### src/rtl/qb_port_pair.sv
module qb_port_pair #(
  parameter int W = 8,
  parameter logic [W-1:0] PU_MASK_A = 8'hFC,
  parameter logic [W-1:0] PU_MASK_B = 8'hBF,
  parameter int CMP_BIT  = 6,
  parameter int TX_BIT   = 1,
  parameter int RX_BIT   = 0,
  parameter int INT0_BIT = 2,
  parameter int INT1_BIT = 3,
  parameter int T0_BIT   = 4,
  parameter int T1_BIT   = 5
) (
  input  logic         clk,
  input  logic         rst_n,
  input  logic         wr_a,
  input  logic         wr_b,
  input  logic [W-1:0] wdata,
  input  logic         rd_a,
  input  logic         rd_b,
  input  logic         rd_latch,
  input  logic [W-1:0] pin_a_in,
  input  logic [W-1:0] pin_b_in,
  input  logic         ser_tx,
  input  logic         cmp_out,
  output logic [W-1:0] rdata,
  output logic [W-1:0] pd_a,
  output logic [W-1:0] pu_a,
  output logic [W-1:0] kick_a,
  output logic [W-1:0] pd_b,
  output logic [W-1:0] pu_b,
  output logic [W-1:0] kick_b,
  output logic         rx_in,
  output logic         ext_int0,
  output logic         ext_int1,
  output logic         tmr0_in,
  output logic         tmr1_in
);

  localparam logic [W-1:0] IO_B = ~(W'(1) << CMP_BIT);

  logic [W-1:0] lat_a, lat_b;
  logic [W-1:0] drv_b;
  logic [W-1:0] drv_qa, drv_qb;
  logic [W-1:0] pin_view_b, lat_view_b;

  always_ff @(posedge clk or negedge rst_n) begin
    if (!rst_n) begin
      lat_a  <= '1;
      lat_b  <= '1;
      drv_qa <= '1;
      drv_qb <= '1;
    end else begin
      if (wr_a) lat_a <= wdata;
      if (wr_b) lat_b <= wdata;
      drv_qa <= lat_a;
      drv_qb <= drv_b;
    end
  end

  always_comb begin
    drv_b = lat_b;
    drv_b[TX_BIT] = lat_b[TX_BIT] & ser_tx;
  end

  assign pd_a   = ~lat_a;
  assign pu_a   = lat_a & PU_MASK_A;
  assign kick_a = lat_a & ~drv_qa & PU_MASK_A;

  assign pd_b   = ~drv_b & IO_B;
  assign pu_b   = drv_b & PU_MASK_B;
  assign kick_b = drv_b & ~drv_qb & PU_MASK_B;

  always_comb begin
    pin_view_b = pin_b_in;
    pin_view_b[CMP_BIT] = cmp_out;
    lat_view_b = lat_b;
    lat_view_b[CMP_BIT] = cmp_out;
  end

  always_comb begin
    if (rd_a)      rdata = rd_latch ? lat_a : pin_a_in;
    else if (rd_b) rdata = rd_latch ? lat_view_b : pin_view_b;
    else           rdata = '0;
  end

  assign rx_in    = pin_b_in[RX_BIT];
  assign ext_int0 = pin_b_in[INT0_BIT];
  assign ext_int1 = pin_b_in[INT1_BIT];
  assign tmr0_in  = pin_b_in[T0_BIT];
  assign tmr1_in  = pin_b_in[T1_BIT];

endmodule


### config.mk
export PLATFORM = sky130hd
export DESIGN_NAME = qb_port_pair
export DESIGN_NICKNAME = d
export VERILOG_FILES = /design/src/rtl/qb_port_pair.sv
export SDC_FILE = /design/constraint.sdc
export NUM_CORES = 1
export LEC_CHECK = 0
export ABC_CLOCK_PERIOD_IN_PS = 800
export CAP_MARGIN = 20
export CORE_ASPECT_RATIO = 1.5
export CORE_MARGIN = 2
export CORE_UTILIZATION = 50
export CTS_CLUSTER_DIAMETER = 150
export DETAILED_ROUTE_END_ITERATION = 10
export DONT_BUFFER_PORTS = 1
export HOLD_SLACK_MARGIN = 0.1
export PLACE_DENSITY = 0.65
export SYNTH_ARGS = -nofsm -noshare
export SYNTH_HDL_FRONTEND = slang
export SYNTH_SLANG_ARGS = --single-unit
### constraint.sdc
create_clock -name clk -period 0.8 [get_ports clk]
set_input_delay 0.04 -clock clk [delete_from_list [all_inputs] [get_ports clk]]
set_output_delay 0.04 -clock clk [all_outputs]
set_load 0.005 [all_outputs]
-- Word-level counts from Yosys, hierarchy flattened
Cells that the tools add are included.
- flip-flop bits (word level): 32
- bits of input ports: 33
- logic and storage cells: 15
- output and inout bits: 61
- bitwise gates (word level): 7
- mux-type cells: 4
- operator list (cell ; count):
    $mux 8 ; 4
    $not 8->8 ; 4
    $and 8x8->8 ; 2
    $and 1x1->1 ; 1

-- Longest topological paths before layout
- depth after elaboration: 3
- mapped depth: 4
- gate-level depth less buffers: 2

-- Worst setup path before layout
No wires, ideal clock.
- path type: register -> register
- from: register lat_a[2] (netlist name)
- to: register lat_a[2]
- period minus slack after synthesis: 808 ps
- cell stages (with the launch flop): 3
- library setup time: 79 ps
- path slack: -8 ps
- data required time: 721 ps
- data arrival time: 730 ps
- cell sequence: dfstp_2 -> inv_1 -> o21ai_0
- RTL lines (element ; RTL line ; text):
    end signal, assigned ; 53 ; if (wr_a) lat_a <= wdata;
    end, declared ; 41 ; logic [W-1:0] lat_a, lat_b;

-- Final worst setup path
- from: register lat_b[5]
- to: output port rdata[5]
- cells in the longest elaborated chain, start to end: 3
- RTL lines (element ; RTL line ; text):
    start, declared ; 41 ;
    start signal, assigned ; 54 ; if (wr_b) lat_b <= wdata;
    $mux 8 (2 in series) ; 82 ; else if (rd_b) rdata = rd_latch ? lat_view_b : pin_view_b;
    $mux 8 ; 81 ; if (rd_a) rdata = rd_latch ? lat_a : pin_a_in;
    end, declared ; 25 ; output logic [W-1:0] rdata,
No other way between the ends.

==> flow_summary.yaml <==
floorplan:
  die_y_um: 69.3
  design.die.area_mm2: 0.00329
  die_w_um: 47.5
  coreArea_mm2: 0.00268
  ios: 94
  initial_core_util: 0.531
  row_count: 23
grt:
  grt_pass1_wl_um: 5820
  grt_overflow_total: 0
  grtUsageTotal: 0.243
  grt_pass1_vias: 1207
  grt_antenna_before_repair: 0
  grt_max_degree: 29
cts:
  cts_tree: "built"
  numCtsBuffers: 3
  htree_levels: 1
  path_clk_slew_ns: 0.10
  clock-sinks: 28
  clock_path_buffers: 2
  cts_root_buf: "clkbuf_8"
  clk_latency_ns: 0.27
  ctsHoldBuffers: 17
worst_setup_path:
  cp_slowest_stage_delay_ns: 0.59
  cp.arrival_ns: 1.14
  required_ns: 0.76
  path_class: "flop to output pin"
  end_kind: "output pin"
  start_kind: "flop"
  path_buf_inv: 0
  cp_top_family: "flip-flops"
  path_cells: "mux2i_2, o22ai_2"
  cp_max_fo: 4
  r2r_slack_ns: -0.31
  crit_slowest_cell: "dfstp_2"
synthesis:
  syn_inst: 141
  synth_top_cell_by_area: "dfstp_2"
  synth_fa_ha_area_frac: 0
  synthXorXnorAreaFrac: 0
  synth_simple_gate_area_frac: 0.0837
  synth_commonest_cells: "dfstp_2, buf_4, inv_1"
  synth_cell_types: 15
  syn_avg_cell_area_um2: 10.1
  ys_seq_elements: 28
  async_flop_share: 1.00
  yosys_warnings: 0
  synthMuxAreaShare: 0.114
  synth_top_family_by_area: "buffers and inverters"
  syn_area_mm2: 0.00142
  synth-compound-area-share: 0.0837
  ys_top_cells_by_area: "dfstp_2, buf_4, mux2i_1, o21ai_0, inv_1"
  yosysTopAreaCellShare: 0.518
  seq_area_frac_synth: 0.518
  synth-edff-count: 0
  synth.most_common_cell: "dfstp_2"
  ys.flop_type: "dfstp_2"
detailed_routing:
  avgViaCountPerCell: 5.22
  routed_wl_um: 4370
  drtPass1Iterations: 4
  detail_route.wl_per_cell_um: 18.8
  postRouteAntennaNets: 0
  initialDrtViolationCount: 8
  drc_errors: 0
  vias: 1210
timing:
  hold_slack_ns: -0.0926
  relSlewSlack: 0.469
  fin_crit_sh: 1.47
  fmaxAchievable_mhz: 848
  slew_violations: 0
  finalClockSkew_ns: 0.00702
  worstMarginPinSlew_ns: 0.795
  finalHoldViolations: 1
  rsz0062_at_grt: "yes"
  tns_ns: -16.19
  worst_slack_ns: -0.379
  setup_violations: 65
  min_period_ns: 1.18
place:
  placed_area_mm2: 0.00147
  dp_hpwl_um: 2380
  gp_congestion: 0.690
  pre_cts_ws_ns: -0.0490
  io_buffers: 0
worst_hold_path:
  hold_path.class: "input pin to flop"
run:
  cap_violations: 0
power_and_ir_drop:
  power_density_mw_per_mm2: 1770
  pwr-share-seq: 0.441
  max-vdd-ir-drop_mv: 1.87
  p_int_mw: 2.96
  p_leak_nw: 1.04
  power.share.switching: 0.258
  power_frac_clock: 0.276
  p_comb_frac: 0.282
  power_switching_mw: 1.03
final_layout:
  fin_area_mm2: 0.00225
  area_growth_pct: 58.2
  layout-drive-gt1-share: 0.692
  num-fill-cells: 140
  nets: 229
  diodes: 0
outcome:
  status: "finished, violations left"
  violations: "hold timing, setup timing"
==> power groups by stage <==
stage,Sequential (mW),Combinational (mW),Clock (mW)
floorplan,1.72,0.430,0
global placement,1.73,0.495,0
detailed placement,1.74,0.506,0
CTS,1.74,0.871,1.12
global route,1.78,1.20,1.19
finish,1.76,1.13,1.10
==> registers in the layout, indices dropped and copies added (netlist names) <==
| register | flops |
|---|---|
| drv_qa | 6 |
| drv_qb | 7 |
| lat_b | 7 |
| lat_a | 8 |
==> metal layers <==
metal	wire (um)	vias up	part of all wire	GRT usage
met3	254	6	0.058	0.0469
met4	78	0	0.018	0.0710
met1	1570	606	0.36	0.278
met5	0	-	0	0
met2	2460	60	0.56	0.426
li1	-	538	-	-
==> placed cells by master, fill, tap and decap left out, drive strengths merged <==
master / instances
buf: 56
bufinv: 1
clkbuf: 3
conb: 7
dfstp: 28
dlygate4sd3: 14
dlymetal6s2s: 2
inv: 16
mux2: 1
mux2i: 15
nand2: 15
nand2b: 1
nand3b: 1
nor2: 13
o21ai: 15
o22ai: 7
==> worst paths after layout <==
| kind | start | end | cells past startpoint |
|---|---|---|---|
| min in group asynchronous | rst_n | lat_b[4] | 2 |
| worst max register to register | lat_a[6] | lat_a[6] | 5 |
| worst min register to register | lat_a[6] | drv_qa[6] | 0 |
| max in group asynchronous | rst_n | drv_qa[5] | 2 |
| worst max-delay path | lat_b[5] | rdata[5] | 2 |
| worst min-delay path | ser_tx | drv_qb[1] | 2 |
==> cell type report <==
class | count | area [um2] | share of cell area
Multi-Input combinational cell | 75 | 557 | 0.248
Tap cell | 37 | 46.3 | 0.0206
Sequential cell | 28 | 736 | 0.327
Clock buffer | 3 | 41.3 | 0.0184
Clock inverter | 1 | 30.0 | 0.0134
Timing Repair Buffer | 72 | 767 | 0.341
Inverter | 16 | 70.1 | 0.0312
==> per-stage QoR <==
step	util	total power, mW	instances
2_1_floorplan	-	2.15	147
4_1_cts	0.744	3.74	218
3_5_place_dp	0.549	2.25	183
3_3_place_gp	0.549	2.22	183
5_1_grt	0.840	4.17	232
6_report	0.840	3.99	232
==> timing repair <==
action                                  in CTS  in global routing
buffers inserted                            14                 16
endpoints found under the hold margin       49                  1
pin swaps                                   25                  7
resized for setup                           63                 46
endpoints found under the setup margin      63                 70
==> cells by family after synthesis <==
logic type             count (synthesis)
AND/OR/NAND/NOR                       30
multiplexers                          16
flip-flops                            28
AO/OA/AOI/OAI                         22
other                                  1
buffers and inverters                 44
No activity file was read; power rests on OpenSTA's default activity.
